**config.mk**
```make
export PLATFORM = sky130hd
export DESIGN_NAME = serial_rx_core
export DESIGN_NICKNAME = d
export VERILOG_FILES = /design/src/rtl/serial_rx_pkg.sv /design/src/rtl/serial_rx_sync.sv /design/src/rtl/serial_rx_frame.sv /design/src/rtl/serial_rx_status.sv /design/src/rtl/serial_rx_core.sv
export SDC_FILE = /design/constraint.sdc
export NUM_CORES = 1
export LEC_CHECK = 0
export BUFFER_PORTS_ARGS = -buffer_cell sky130_fd_sc_hd__buf_4
export CAP_MARGIN = 5
export CELL_PAD_IN_SITES_DETAIL_PLACEMENT = 1
export CELL_PAD_IN_SITES_GLOBAL_PLACEMENT = 2
export CORE_MARGIN = 10
export CORE_UTILIZATION = 41
export CTS_CLUSTER_SIZE = 40
export DETAILED_ROUTE_END_ITERATION = 8
export PLACE_DENSITY = 0.93
export SYNTH_ARGS = -nofsm -noshare
export SYNTH_HDL_FRONTEND = slang
export SYNTH_SLANG_ARGS = --single-unit
```
**constraint.sdc**
```tcl
create_clock -name clk_i -period 6.1 [get_ports clk_i]
set_input_delay 1.22 -clock clk_i [delete_from_list [all_inputs] [get_ports clk_i]]
set_output_delay 1.22 -clock clk_i [all_outputs]
set_load 0.02 [all_outputs]
```
**src/rtl/serial_rx_pkg.sv**
```systemverilog
package serial_rx_pkg;
  typedef enum logic [2:0] {
    ST_IDLE, ST_START, ST_DATA, ST_PAR, ST_STOP, ST_STOP2
  } rx_state_e;

  typedef struct packed {
    logic per;
    logic fer;
  } rx_err_t;

  localparam int FLAG_RDY = 0;
  localparam int FLAG_FER = 1;
  localparam int FLAG_PER = 2;
  localparam int FLAG_W   = 3;
endpackage

```
**src/rtl/serial_rx_sync.sv**
```systemverilog
module serial_rx_sync #(
  parameter int STAGES = 2
) (
  input  logic clk_i,
  input  logic rst_ni,
  input  logic d_i,
  output logic q_o
);
  logic [STAGES-1:0] sh_q;

  always_ff @(posedge clk_i or negedge rst_ni) begin
    if (!rst_ni) sh_q <= '1;
    else         sh_q <= {sh_q[STAGES-2:0], d_i};
  end

  assign q_o = sh_q[STAGES-1];
endmodule

```
**src/rtl/serial_rx_frame.sv**
```systemverilog
module serial_rx_frame
  import serial_rx_pkg::*;
#(
  parameter int OVERSAMPLE = 16,
  parameter int DATA_W     = 8
) (
  input  logic              clk_i,
  input  logic              rst_ni,
  input  logic              tick_i,
  input  logic              line_i,
  input  logic              en_i,
  input  logic              hold_i,
  input  logic              short_i,
  input  logic              par_en_i,
  input  logic              par_odd_i,
  input  logic              two_stop_i,
  output logic              busy_o,
  output logic              done_o,
  output logic [DATA_W-1:0] data_o,
  output rx_err_t           err_o
);
  localparam int MID   = OVERSAMPLE / 2;
  localparam int CNT_W = $clog2(OVERSAMPLE + MID);
  localparam int IDX_W = $clog2(DATA_W + 1);

  rx_state_e         state_q;
  logic [CNT_W-1:0]  cnt_q;
  logic [IDX_W-1:0]  idx_q;
  logic [DATA_W-1:0] sh_q;
  logic              par_acc_q;
  logic [IDX_W-1:0]  last_idx;
  logic              bit_end;

  assign last_idx = short_i ? IDX_W'(DATA_W - 2) : IDX_W'(DATA_W - 1);
  assign bit_end  = (cnt_q == CNT_W'(OVERSAMPLE - 1));
  assign busy_o   = (state_q != ST_IDLE);

  always_ff @(posedge clk_i or negedge rst_ni) begin
    if (!rst_ni) begin
      state_q   <= ST_IDLE;
      cnt_q     <= '0;
      idx_q     <= '0;
      sh_q      <= '0;
      par_acc_q <= 1'b0;
      done_o    <= 1'b0;
      data_o    <= '0;
      err_o     <= '0;
    end else begin
      done_o <= 1'b0;
      if (!en_i) begin
        state_q <= ST_IDLE;
        cnt_q   <= '0;
      end else if (tick_i) begin
        unique case (state_q)
          ST_IDLE: begin
            if (!hold_i && !line_i) begin
              state_q <= ST_START;
              cnt_q   <= '0;
            end
          end
          ST_START: begin
            if (cnt_q == CNT_W'(MID - 1)) begin
              cnt_q     <= '0;
              idx_q     <= '0;
              par_acc_q <= 1'b0;
              state_q   <= line_i ? ST_IDLE : ST_DATA;
            end else begin
              cnt_q <= cnt_q + 1'b1;
            end
          end
          ST_DATA: begin
            if (bit_end) begin
              cnt_q     <= '0;
              sh_q      <= {line_i, sh_q[DATA_W-1:1]};
              par_acc_q <= par_acc_q ^ line_i;
              idx_q     <= idx_q + 1'b1;
              if (idx_q == last_idx) state_q <= par_en_i ? ST_PAR : ST_STOP;
            end else begin
              cnt_q <= cnt_q + 1'b1;
            end
          end
          ST_PAR: begin
            if (bit_end) begin
              cnt_q     <= '0;
              par_acc_q <= par_acc_q ^ line_i;
              state_q   <= ST_STOP;
            end else begin
              cnt_q <= cnt_q + 1'b1;
            end
          end
          ST_STOP: begin
            if (bit_end) begin
              cnt_q     <= '0;
              done_o    <= 1'b1;
              data_o    <= short_i ? {1'b0, sh_q[DATA_W-1:1]} : sh_q;
              err_o.fer <= ~line_i;
              err_o.per <= par_en_i && (par_acc_q != par_odd_i);
              state_q   <= two_stop_i ? ST_STOP2 : ST_IDLE;
            end else begin
              cnt_q <= cnt_q + 1'b1;
            end
          end
          ST_STOP2: begin
            // run to the end of the unchecked second stop bit
            if (cnt_q == CNT_W'(OVERSAMPLE + MID - 1)) begin
              cnt_q   <= '0;
              state_q <= ST_IDLE;
            end else begin
              cnt_q <= cnt_q + 1'b1;
            end
          end
          default: state_q <= ST_IDLE;
        endcase
      end
    end
  end
endmodule

```
**src/rtl/serial_rx_status.sv**
```systemverilog
module serial_rx_status
  import serial_rx_pkg::*;
#(
  parameter int DATA_W = 8
) (
  input  logic              clk_i,
  input  logic              rst_ni,
  input  logic              done_i,
  input  logic [DATA_W-1:0] data_i,
  input  rx_err_t           err_i,
  input  logic              sel_status_i,
  input  logic              rd_i,
  input  logic              wr_i,
  input  logic [FLAG_W-1:0] wdata_i,
  output logic [DATA_W-1:0] data_o,
  output logic [FLAG_W-1:0] flags_o,
  output logic              hold_o
);
  logic [FLAG_W-1:0] mark_q;
  logic [FLAG_W-1:0] set_v;
  logic              st_wr;
  logic              st_rd;

  assign st_wr = wr_i && sel_status_i;
  assign st_rd = rd_i && sel_status_i;

  always_comb begin
    set_v           = '0;
    set_v[FLAG_RDY] = done_i && !err_i.fer && !err_i.per;
    set_v[FLAG_FER] = done_i && err_i.fer;
    set_v[FLAG_PER] = done_i && err_i.per;
  end

  always_ff @(posedge clk_i or negedge rst_ni) begin
    if (!rst_ni)     mark_q <= '0;
    else if (st_wr)  mark_q <= '0;
    else if (st_rd)  mark_q <= mark_q | flags_o;
  end

  for (genvar i = 0; i < FLAG_W; i++) begin : g_flag
    logic clr;
    assign clr = st_wr && mark_q[i] && !wdata_i[i];
    always_ff @(posedge clk_i or negedge rst_ni) begin
      if (!rst_ni)       flags_o[i] <= 1'b0;
      else if (set_v[i]) flags_o[i] <= 1'b1;
      else if (clr)      flags_o[i] <= 1'b0;
    end
  end

  always_ff @(posedge clk_i or negedge rst_ni) begin
    if (!rst_ni)     data_o <= '0;
    else if (done_i) data_o <= data_i;
  end

  assign hold_o = flags_o[FLAG_FER] | flags_o[FLAG_PER];
endmodule

```
**src/rtl/serial_rx_core.sv**
```systemverilog
module serial_rx_core
  import serial_rx_pkg::*;
#(
  parameter int OVERSAMPLE  = 16,
  parameter int DATA_W      = 8,
  parameter int SYNC_STAGES = 2
) (
  input  logic              clk_i,
  input  logic              rst_ni,
  input  logic              tick_i,
  input  logic              rxd_i,
  input  logic              cfg_en_i,
  input  logic              cfg_short_i,
  input  logic              cfg_par_en_i,
  input  logic              cfg_par_odd_i,
  input  logic              cfg_two_stop_i,
  input  logic              reg_addr_i,
  input  logic              reg_rd_i,
  input  logic              reg_wr_i,
  input  logic [2:0]        reg_wdata_i,
  output logic [DATA_W-1:0] reg_rdata_o
);
  logic              line_s;
  logic              busy;
  logic              fr_done;
  logic [DATA_W-1:0] fr_data;
  rx_err_t           fr_err;
  logic [DATA_W-1:0] data_q;
  logic [FLAG_W-1:0] flags;
  logic              hold;

  serial_rx_sync #(.STAGES(SYNC_STAGES)) u_sync (
    .clk_i (clk_i),
    .rst_ni(rst_ni),
    .d_i   (rxd_i),
    .q_o   (line_s)
  );

  serial_rx_frame #(.OVERSAMPLE(OVERSAMPLE), .DATA_W(DATA_W)) u_frame (
    .clk_i     (clk_i),
    .rst_ni    (rst_ni),
    .tick_i    (tick_i),
    .line_i    (line_s),
    .en_i      (cfg_en_i),
    .hold_i    (hold),
    .short_i   (cfg_short_i),
    .par_en_i  (cfg_par_en_i),
    .par_odd_i (cfg_par_odd_i),
    .two_stop_i(cfg_two_stop_i),
    .busy_o    (busy),
    .done_o    (fr_done),
    .data_o    (fr_data),
    .err_o     (fr_err)
  );

  serial_rx_status #(.DATA_W(DATA_W)) u_status (
    .clk_i       (clk_i),
    .rst_ni      (rst_ni),
    .done_i      (fr_done),
    .data_i      (fr_data),
    .err_i       (fr_err),
    .sel_status_i(reg_addr_i),
    .rd_i        (reg_rd_i),
    .wr_i        (reg_wr_i),
    .wdata_i     (reg_wdata_i),
    .data_o      (data_q),
    .flags_o     (flags),
    .hold_o      (hold)
  );

  assign reg_rdata_o = reg_addr_i ? {{(DATA_W-FLAG_W){1'b0}}, flags} : data_q;
endmodule

```
After elaboration in Yosys (flattened, before gate mapping):

Index checks and enable logic that the tools add are counted.

* register bits: 48
* input port bits: 15
* word-level logic and storage cells: 120

* add/sub/neg operators: 2
* equality and inequality tests: 22
* muxes and demuxes: 41
* bitwise operators: 4
* reduce and logical (&&, ||, !) cells: 36

Operators by type and width (count)
* $mux 3: 13
* $mux 5: 6
* $ne 3x2->1 const B: 7
* $pmux 5 s4: 1
* $pmux 3 s6: 1
* $mux 8: 2
* $logic_and 1x1->1: 14
* $mux 1: 13
* $reduce_bool 2->1: 6
* $reduce_and 5->1: 2
* $mux 4: 2
* $pmux 4 s2: 1
* $reduce_and 4->1: 2
* $reduce_and 8->1: 1
* $logic_not 1->1: 7
* $eq 3x2->1 const B: 2
* $eq 3x3->1 const B: 2
* $ne 2x1->1 const B: 3
* $add 5x1->5 const B: 1
* $eq 5x3->1 const B: 1
* $eq 5x4->1 const B: 1
* $eq 5x5->1 const B: 1
* $ne 5x2->1 const B: 1
* $add 4x1->4 const B: 1
* 14 further kinds: 14

Longest topological paths before layout:

Gate-level depths: netlist (run 1).

* depth after elaboration: 7
* mapped depth: 7
* mapped depth without buffers: 7

Modules after synthesis:

Synthesis (run 1) repeated with hierarchy kept, for this count alone.

* cell total of the unflattened synthesis: 218
* area total of the unflattened synthesis: 2412.3 um^2

Modules (own cells, without submodules)
* serial_rx_frame: instances 1, cells each 170, area each 1696.6 um^2, seq. area each 800.8 um^2
* serial_rx_status: instances 1, cells each 38, area each 585.6 um^2, seq. area each 350.3 um^2
* serial_rx_core: instances 1, cells each 8, area each 77.6 um^2, seq. area each 0.0 um^2
* serial_rx_sync: instances 1, cells each 2, area each 52.6 um^2, seq. area each 52.6 um^2

Worst setup path after synthesis (run 1):

OpenSTA, ideal clock, no wires.

* path kind: input port to output port
* start: in reg_addr_i
* end: out reg_rdata_o[1]
* arrival time: 1.906 ns
* data required time: 4.880 ns
* path slack: 2.974 ns
* stages on the path: 2
* buffers on the path: 1
* path through: clkbuf_1 -> mux2_2

* cells in the longest elaborated chain, start to end: 1

Ends and longest elaborated chain
* start, declared: RTL line serial_rx_core.sv:17 `input logic reg_addr_i,`
* $mux 8: RTL line serial_rx_core.sv:71 `assign reg_rdata_o = reg_addr_i ? {{(DATA_W-FLAG_W){1'b0}}, flags} : data_q;`
* end, declared: RTL line serial_rx_core.sv:21 `output logic [DATA_W-1:0] reg_rdata_o`

No other way between the ends.

Final worst setup path (run 1):

* start: in reg_addr_i
* end: out reg_rdata_o[2]

The elaborated chain is that of the path after synthesis.

==> impl.org, run 1 <==
** Status
- Result of the run :: finished, final reports clean

** Worst setup path
- Critical Path RT :: 4.88 ns
- Type of the worst setup path :: in2out
- At the worst endpoint, the arrival time is 1.89 ns.
- The critical path contains buffers and inverters numbering 2 combined.
- The critical path goes through buf_4 -> mux2_2 -> buf_4.
- Startpoint types :: input port
- The cell that appears most often on the critical path is sky130_fd_sc_hd__buf_4.
- Among all stages on the critical path, the largest delay is contributed by sky130_fd_sc_hd__mux2_2.
- In this run the worst setup path begins at reg_addr_i.
- Measured in cells, the most critical reg-to-reg path has a length of 7.
- In this run the critical register-to-register path is launched from u_frame.cnt_q[0].
- Element type at the critical path end :: output port
- Highest fanout seen on the critical path :: 12
- Number of cells on the critical path :: 3
- In this design, the largest share of critical-path delay is due to multiplexers.
- Peak per-stage delay on the critical path :: 0.35 ns

** Timing
- Tightest Pin Transition :: 0.687 ns
- Final Skew :: 0.00727 ns
- Final worst hold slack :: 0.365 ns
- Total Negative Setup Slacks :: 0 ns
- Final hold violations :: 0
- Counting I/O delays and the setup requirement, the final critical path takes 3.11 ns.
- Setup repair after global routing left no endpoint under its margin.
- Max-Slew Margin vs Limit :: 0.542
- The final count of pins violating max slew was 0.
- Setup violations remaining at the end of the flow were counted as 0.
- Of the available clock period, the critical path in the final layout requires 0.509.
- Fmax :: 0.322 GHz

** Hold path
- Path category of the worst min-delay check :: reg2reg
- Cell depth of the worst hold path :: 0
- In this run the most critical hold path is launched from u_sync.sh_q[0].

** Synthesis
- For this run, the register share of the synthesized area comes to 0.484.
- Number of unique standard cell types used by synthesis :: 51
- Area fraction in compound gates after synthesis :: 0.143
- The most used flip-flop cell after synthesis is sky130_fd_sc_hd__dfrtp_1.
- Proportion of synthesized area in mux cells :: 0.122
- Library cell occupying the most area in the post-synthesis netlist :: sky130_fd_sc_hd__dfrtp_1
- Number of flops mapped to enable cells by yosys :: 0
- Synthesized flop and latch total :: 48
- Counting every net in the synthesized netlist gives 253.
- Top cells by area, synth :: sky130_fd_sc_hd__dfrtp_1 46%, sky130_fd_sc_hd__mux2_2 8.6%, sky130_fd_sc_hd__mux2i_1 3.6%
- Of the total synthesized cell area, the portion taken by full adders, half adders and majority gates is 0.0252.
- Averaged over all synthesized cells, the footprint is 10.7 sq um.
- Fraction of synthesized cell area in xor and xnor cells :: 0.0141
- Ys Warns :: 0
- Synthesized-area fraction occupied by and/or/nand/nor cells :: 0.170
- Mapped Cells :: 233
- Main combinational cell family by area after synthesis :: simple AND/OR/NAND/NOR gates
- In this run the cell area of the synthesized design comes to 2490 sq um.
- Share of the synthesized area in the top cell type :: 0.463
- Counting flops with an async set or reset pin after synthesis yields a share of 1.00.

** GRT
- The number of antenna violations at the first check in global routing was 0.
- The via count of the first global-routing pass is 1872.
- Largest net degree at the start of global routing :: 49
- For this run, the total global-route usage over all layers was measured as 0.121.
- Global-route wire length before repair :: 9.72 mm
- For this run the aggregate overflow at the end of global routing stands at 0.

** Clock tree
- The number of hold buffers added after CTS was 0.
- Number of buffers created by CTS :: 5
- Number of sinks on the clock net :: 48
- Clock Latency Late Sink :: 0.30 ns
- In this run the deepest clock path goes through 2 buffers.
- Once the clock tree was built, the setup fixing pass inserted 0 buffers.
- The cell sitting at the root of the clock tree is a sky130_fd_sc_hd__clkbuf_8.
- Gates resized, CTS repair :: 0
- CTS H-Tree Depth :: 2
- TritonCTS built the clock tree.
- Clock-pin slew on the worst setup and hold paths :: 0.09 ns

** Power and ir drop
- In this run the static leakage power is 1.28 nW.
- In this run the power density over the cells is 222 nW/um^2.
- Worst IR Drop VDD :: 115 uV

** Cells and area
- Sequential cell area :: 1200 sq um
- For this run, the post-layout net count is 270.
- Most used cells in the layout excluding fill and tap cells :: 46 x sky130_fd_sc_hd__dfrtp_1, 22 x sky130_fd_sc_hd__buf_4, 19 x sky130_fd_sc_hd__mux2_2
- Of the cells placed in the final design, the portion with a size suffix greater than 1 is 0.231.
- The library cell used most frequently in the layout, excluding fill and tap cells, is sky130_fd_sc_hd__dfrtp_1.
- Area occupied by multi-input gates :: 1180 sq um
- Diode count :: 0
- Area growth, synth to finish :: 11.8%
- Filler instances :: 666
- Leaving out filler cells and counting taps, the final layout contains 326.

** Drt
- First DRT Iteration DRCs :: 72
- Antenna-violating nets left :: 0
- After detailed routing, the average wire length per cell comes to 17.2 um.
- Remaining DRCs :: 0
- Dividing the detail-routed via count by the number of cells gives 5.52.
- Summing over every cut layer, the via total after detailed routing is 1800.
- Total length of routed wires :: 5.62 mm
- Total iterations of the first detailed-routing run :: 4

** Place
- IO buf count :: 22
- Detail Placement HPWL :: 4.03 mm
- Dpl cells :: 318
- At the end of routability-driven placement, the weighted congestion stood at 0.823.

** Job
- Max-cap violations in this run came to 0.

** Floorplanning
- In this run the core area contains 28 standard-cell rows.
- The initial utilization of the core area, before any placement, comes to 0.420.
- Floorplan die height :: 97.9 um
- Boundary Pins :: 23
- Horizontal extent of the die :: 97.9 um
- Area of the die :: 9580 sq um
- After floorplanning, the core was sized to cover 5920 sq um.
## layout make-up
| type | count | area share |
|---|---|---|
| Clock buffer | 6 | 0.0297 |
| Inverter | 11 | 0.0148 |
| Tap cell | 75 | 0.0337 |
| Sequential cell | 48 | 0.433 |
| Timing Repair Buffer | 22 | 0.0594 |
| Clock inverter | 2 | 0.00495 |
| Multi-Input combinational cell | 162 | 0.425 |
## kinds of logic after synthesis
group | Yosys count
buffers and inverters | 23
xor gates and xnor gates | 4
adders and majority gates | 5
DFF | 48
muxes | 28
and+or+nand+nor | 73
AOI/OAI and AO/OA | 52
## cells in the mapped netlist, drive strengths merged, types with 3 or more instances
| library cell | instances |
|---|---|
| a31oi | 5 |
| dfrtp | 46 |
| nand3b | 7 |
| nand3 | 6 |
| inv | 11 |
| mux2 | 19 |
| o211ai | 4 |
| nor2 | 17 |
| and2 | 6 |
| nand2b | 4 |
| mux2i | 9 |
| ha | 5 |
| nor2b | 5 |
| nand2 | 9 |
| o21ai | 8 |
| and3 | 3 |
| buf | 6 |
| o31ai | 3 |
| a21oi | 15 |
| nor3 | 4 |
| clkbuf | 6 |
## power breakdown
part	switching, mW	internal (mW)
clock network	0.110	0.0929
logic	0.0421	0.0332
registers	0.0148	0.324
## registers in the layout (all words and copies together) (netlist names)
| signal | flops |
|---|---|
| u_frame.err_o | 2 |
| u_status.data_o | 8 |
| u_frame.cnt_q | 5 |
| u_frame.state_q | 3 |
| u_sync.sh_q | 2 |
| u_frame.data_o | 8 |
| u_status.mark_q | 3 |
| u_frame.sh_q | 8 |
| u_status.flags_o | 3 |
| u_frame.done_o | 1 |
| u_frame.idx_q | 4 |
| u_frame.par_acc_q | 1 |
## layer usage
metal	wire [um]	vias to the layer above	track usage
met3	151	7	0.0303
met5	0	-	0
met4	81	0	0.0369
li1	-	874	-
met2	2580	20	0.189
met1	2800	899	0.159
## path summary, 6_finish.rpt
check	slack [ns]	end
hold / removal	0.37	u_sync.sh_q[1]
setup / recovery	2.99	reg_rdata_o[2]
hold reg to reg	0.37	u_sync.sh_q[1]
min in group asynchronous	0.91	u_frame.cnt_q[4]
max in group asynchronous	4.78	u_frame.idx_q[3]
setup reg to reg	3.75	u_frame.state_q[1]
## through the flow
step	setup WS, ns	area [sq um]	power [mW]	util
global route	2.97	2780	0.653	0.470
detailed placement	2.99	2690	0.420	0.454
global placement	3.02	2690	0.419	0.454
finish	2.99	2780	0.617	0.470
floorplan	2.97	2490	0.395	-
CTS	2.99	2780	0.625	0.470
(Power assumes the default switching activity.)
==> run 2: changes to the inputs <==
ABC_AREA = 1   (was unset)
CORE_UTILIZATION = 34   (was 41)
PLACE_DENSITY = 0.87   (was 0.93)
clock period = 3 ns   (was 6.1 ns; I/O delays follow)
==> run 2 against run 1 <==
Sequential power rose by 130%. Worst hold slack worse by 0.064 ns. Total power rose to 2.6 times the previous value. Utilization decreased by 7.6 points. Global-route usage is 1.5 points lower. Register-to-register slack lost 2.7 ns. Largest cell class unchanged. Highest routed layer unchanged. Clock skew decreased by 0.0025 ns. Area after synthesis is 0.60% lower. Critical path depth rose by 7. Combinational power grew to 5.7 times the previous value.
==> impl.org, run 2 <==
** Synthesis
- The synthesized design spends more area on one cell type than any other, namely sky130_fd_sc_hd__dfrtp_1.
- Synthesized-area fraction occupied by and/or/nand/nor cells :: 0.294 (+0.124)
- Share of the synthesized area in the top cell type :: 0.466 (+0.00281)
- The synthesized cell area was 2470 sq um (-0.60%).
- Synthesized flop and latch total :: 48 (unchanged)
- The cell count after synthesis came to 317 (+36%).
- Most common library cells after synthesis :: 108 x sky130_fd_sc_hd__nand2_1, 46 x sky130_fd_sc_hd__dfrtp_1, 38 x sky130_fd_sc_hd__inv_1, 23 x sky130_fd_sc_hd__nor2_1, 20 x sky130_fd_sc_hd__o21ai_0
- Main combinational cell family by area after synthesis :: simple AND/OR/NAND/NOR gates
- Number of flops mapped to enable cells by yosys :: 0 (unchanged)
- Proportion of synthesized area in mux cells :: 0 (-0.122)
- In the synthesized netlist the dominant register cell turns out to be sky130_fd_sc_hd__dfrtp_1.
- The share of synthesized cell area in full adder, half adder and majority cells is 0.0253 (+0.000153).
- Sequential share of the synthesized area :: 0.487 (+0.00294)
- Top cells by area, synth :: sky130_fd_sc_hd__dfrtp_1 47%, sky130_fd_sc_hd__nand2_1 16%, sky130_fd_sc_hd__inv_1 5.8%
- By instance count, the leading cell after synthesis is sky130_fd_sc_hd__nand2_1.
- Synthesized Nets :: 337 (+33%)
- The async set-or-reset flop fraction in the synthesized netlist was 1.00 (unchanged).
- Area fraction in compound gates after synthesis :: 0.101 (-0.0427)
- The number of different library cells in the post-synthesis netlist was 32 (-37%).
- Ys Warns :: 0 (unchanged)
- The xor and xnor area share after synthesis is 0.0142 (+0.0000855).
- Post-Synthesis Mean Instance Area :: 7.80 sq um (-27%)

** Worst setup path
- Highest fanout seen on the critical path :: 4 (-8)
- The delay contributed by the slowest stage of the critical path came to 0.39 ns (+0.04 ns).
- Reg2Reg Capture Point :: u_frame.idx_q[2]
- Cells traversed along the worst timing path :: ha_1 -> nand2_1 -> nor2_1 -> ha_1 -> inv_1 -> o21ai_0 -> nand3_2 -> inv_2 -> nand3_2 -> o21ai_1
- CP Buf/Inv Count :: 2 (unchanged)
- The kind of cell with the highest combined delay along the critical path is simple AND/OR/NAND/NOR gates.
- The startpoint identified for the worst register-to-register timing path is u_frame.cnt_q[0].
- Startpoint types :: flop
- Worst r2r path cells :: 10 (+3)
- Data arrival time of the critical path :: 2.13 ns (+0.24 ns)
- The worst reg-to-reg setup slack came to 1.09 ns (-2.66 ns).
- The worst setup path is captured at a flop.
- Crit-path slowest cell :: sky130_fd_sc_hd__dfrtp_1
- Critical Path RT :: 3.22 ns (-1.66 ns)
- The setup path with the least slack is of type reg2reg.

** Power and ir drop
- The power density relative to cell area came to 566 nW/um^2 (+150%).
- Worst IR Drop VDD :: 199 uV (+73%)
- Static leakage :: 1.39 nW (+8.8%)
- Tot Pwr :: 1.60 mW (+160%)

** Clock tree
- The number of H-tree levels is 2 (unchanged).
- Clock Latency Late Sink :: 0.30 ns (about the same)
- Number of buffers created by CTS :: 5 (unchanged)
- Clock-pin slew on the worst setup and hold paths :: 0.09 ns (about the same)
- Number of sinks on the clock net :: 48 (unchanged)
- The number of post-CTS setup repair buffers came to 0 (unchanged).
- Clk Tree Root Cell :: sky130_fd_sc_hd__clkbuf_8
- Gates resized, CTS repair :: 0 (unchanged)
- CTS tree :: built
- Number of hold buffers added after cts :: 0 (unchanged)
- Largest buffer count on any clock path :: 2 (unchanged)

** Floorplanning
- Area of the die :: 11100 sq um (+16%)
- The die outline height was 105 um (+7.5%).
- Boundary Pins :: 23 (unchanged)
- Horizontal extent of the die :: 105 um (+7.5%)
- Count of standard-cell rows :: 31 (+11%)
- Placeable core region :: 7180 sq um (+21%)
- Initial cell density of the core :: 0.345 (-0.0756)

** Drt
- Total length of routed wires :: 5.69 mm (+1.4%)
- The DRC violation count after routing was 0 (unchanged).
- The number of optimization iterations in the first detailed-route pass was 6 (+2).
- First DRT Iteration DRCs :: 86 (+19%)
- The routed via count divided by cell count came to 4.71 (-15%).
- Antenna-violating nets left :: 0 (unchanged)
- Wirelength per Cell :: 12.9 um (-25%)
- Total number of vias :: 2077 (+15%)

** Timing
- Max-Slew Margin vs Limit :: 0.593 (+0.0512)
- Setup repair after global routing left no endpoint under its margin.
- Counting I/O delays and the setup requirement, the final critical path takes 1.91 ns.
- Final Skew :: 0.00476 ns (-0.00252 ns)
- Final hold violations :: 0 (unchanged)
- Total setup violations reported at the end of the flow :: 0 (unchanged)
- Derived from the worst setup path, the maximum achievable clock frequency is 0.524 GHz.
- The final count of pins violating max slew came to 0 (unchanged).
- Dividing the final minimum period by the clock period gives 0.636.
- The transition time of the tightest slew-check pin came to 0.610 ns (-0.0768 ns).
- The final total negative setup slack is 0 ns (unchanged).

** GRT
- Antenna violations before repair :: 0 (unchanged)
- Remaining global-route overflow :: 0 (unchanged)
- The global-route usage over all layers was 0.106 (-0.0149).
- The wire length of the first global-routing pass came to 10.0 mm (+2.9%).
- Largest net degree at the start of global routing :: 49 (unchanged)
- The via count of the first global-routing pass was 2142 (+14%).

** Status
- The flow ran to the end, and the final reports show no timing, DRC or antenna violations.

** Cells and area
- The utilization after layout is 0.394 (-0.0757).
- From synthesis to final layout, the design area changed by 14.4%.
- Fraction of final layout cells with drive strength greater than 1 :: 0.152 (-0.0790)
- Registers with the most flip-flops :: u_frame.data_o x8, u_frame.sh_q x8, u_status.data_o x8
- Commonest non-fill, non-tap cell in the layout :: sky130_fd_sc_hd__nand2_1
- Finished Layout Cells :: 441 (+35%)
- The post-route standard cell area excluding fillers was 2830 sq um (+1.7%).
- The final-stage net count came to 361 (+34%).
- Most used cells in the layout excluding fill and tap cells :: 108 x sky130_fd_sc_hd__nand2_1, 46 x sky130_fd_sc_hd__dfrtp_1, 38 x sky130_fd_sc_hd__inv_1
- Diode count :: 0 (unchanged)

** Hold path
- The path class of the tightest hold or removal check is in2async.

** Place
- Detail Placement HPWL :: 4.50 mm (+12%)
- The count of port buffers added during placement came to 22 (unchanged).
- Routability-driven placement congestion ratio :: 0.810 (-1.6%)
- Standard cell area after detailed placement :: 2730 sq um (+1.7%)
- Dpl cells :: 433 (+36%)

** Job
- The number of maximum-capacitance violations is 0 (unchanged).
## run 2: cell families (layout without fill, tap and decap cells)
| logic type | after synthesis | in the layout |
|---|---|---|
| flops | 48 | 48 |
| fa+ha+maj | 5 | 5 |
| compound gates | 43 | 43 |
| buf+inv | 48 | 73 |
| simple gates | 169 | 169 |
| xor+xnor | 4 | 4 |
## run 2: how the worst max path moves through the flow
| stage | slack [ns] | cells past startpoint | startpoint | to |
|---|---|---|---|---|
| after floorplan | 1.11 | 2 | reg_addr_i | reg_rdata_o[1] |
| after global placement | 1.14 | 10 | u_frame.cnt_q[0] | u_frame.idx_q[2] |
| after detailed placement | 1.08 | 10 | u_frame.cnt_q[0] | u_frame.idx_q[2] |
| after CTS | 1.06 | 10 | u_frame.cnt_q[0] | u_frame.idx_q[2] |
| after global routing | 0.88 | 10 | u_frame.cnt_q[0] | u_frame.idx_q[2] |
| final | 1.09 | 10 | u_frame.cnt_q[0] | u_frame.idx_q[2] |
## run 2: through the flow
step	setup WS, ns	hold slack (ns)
after floorplan	1.11	0.304
after global placement	1.14	0.347
after detailed placement	1.08	0.348
after CTS	1.06	0.322
after global routing	0.880	0.328
final	1.09	0.301
## run 2: layout make-up
class | instances | area (sq um)
Fill cell | 886 | 4350
Sequential cell | 48 | 1200
Multi-Input combinational cell | 221 | 1070
Timing Repair Buffer | 23 | 173
Inverter | 42 | 158
Tap cell | 99 | 124
Clock buffer | 6 | 82.6
Clock inverter | 2 | 15.0
## run 2: report_power, final
group          switching (mW)  internal (mW)
clock                   0.214          0.187
sequential             0.0605          0.706
combinational           0.290          0.142
## run 2: routing by layer
metal  routed length (um)  track usage
met4                   29       0.0245
met2                 2720        0.176
met5                    0            0
met1                 2720        0.132
met3                  221       0.0292
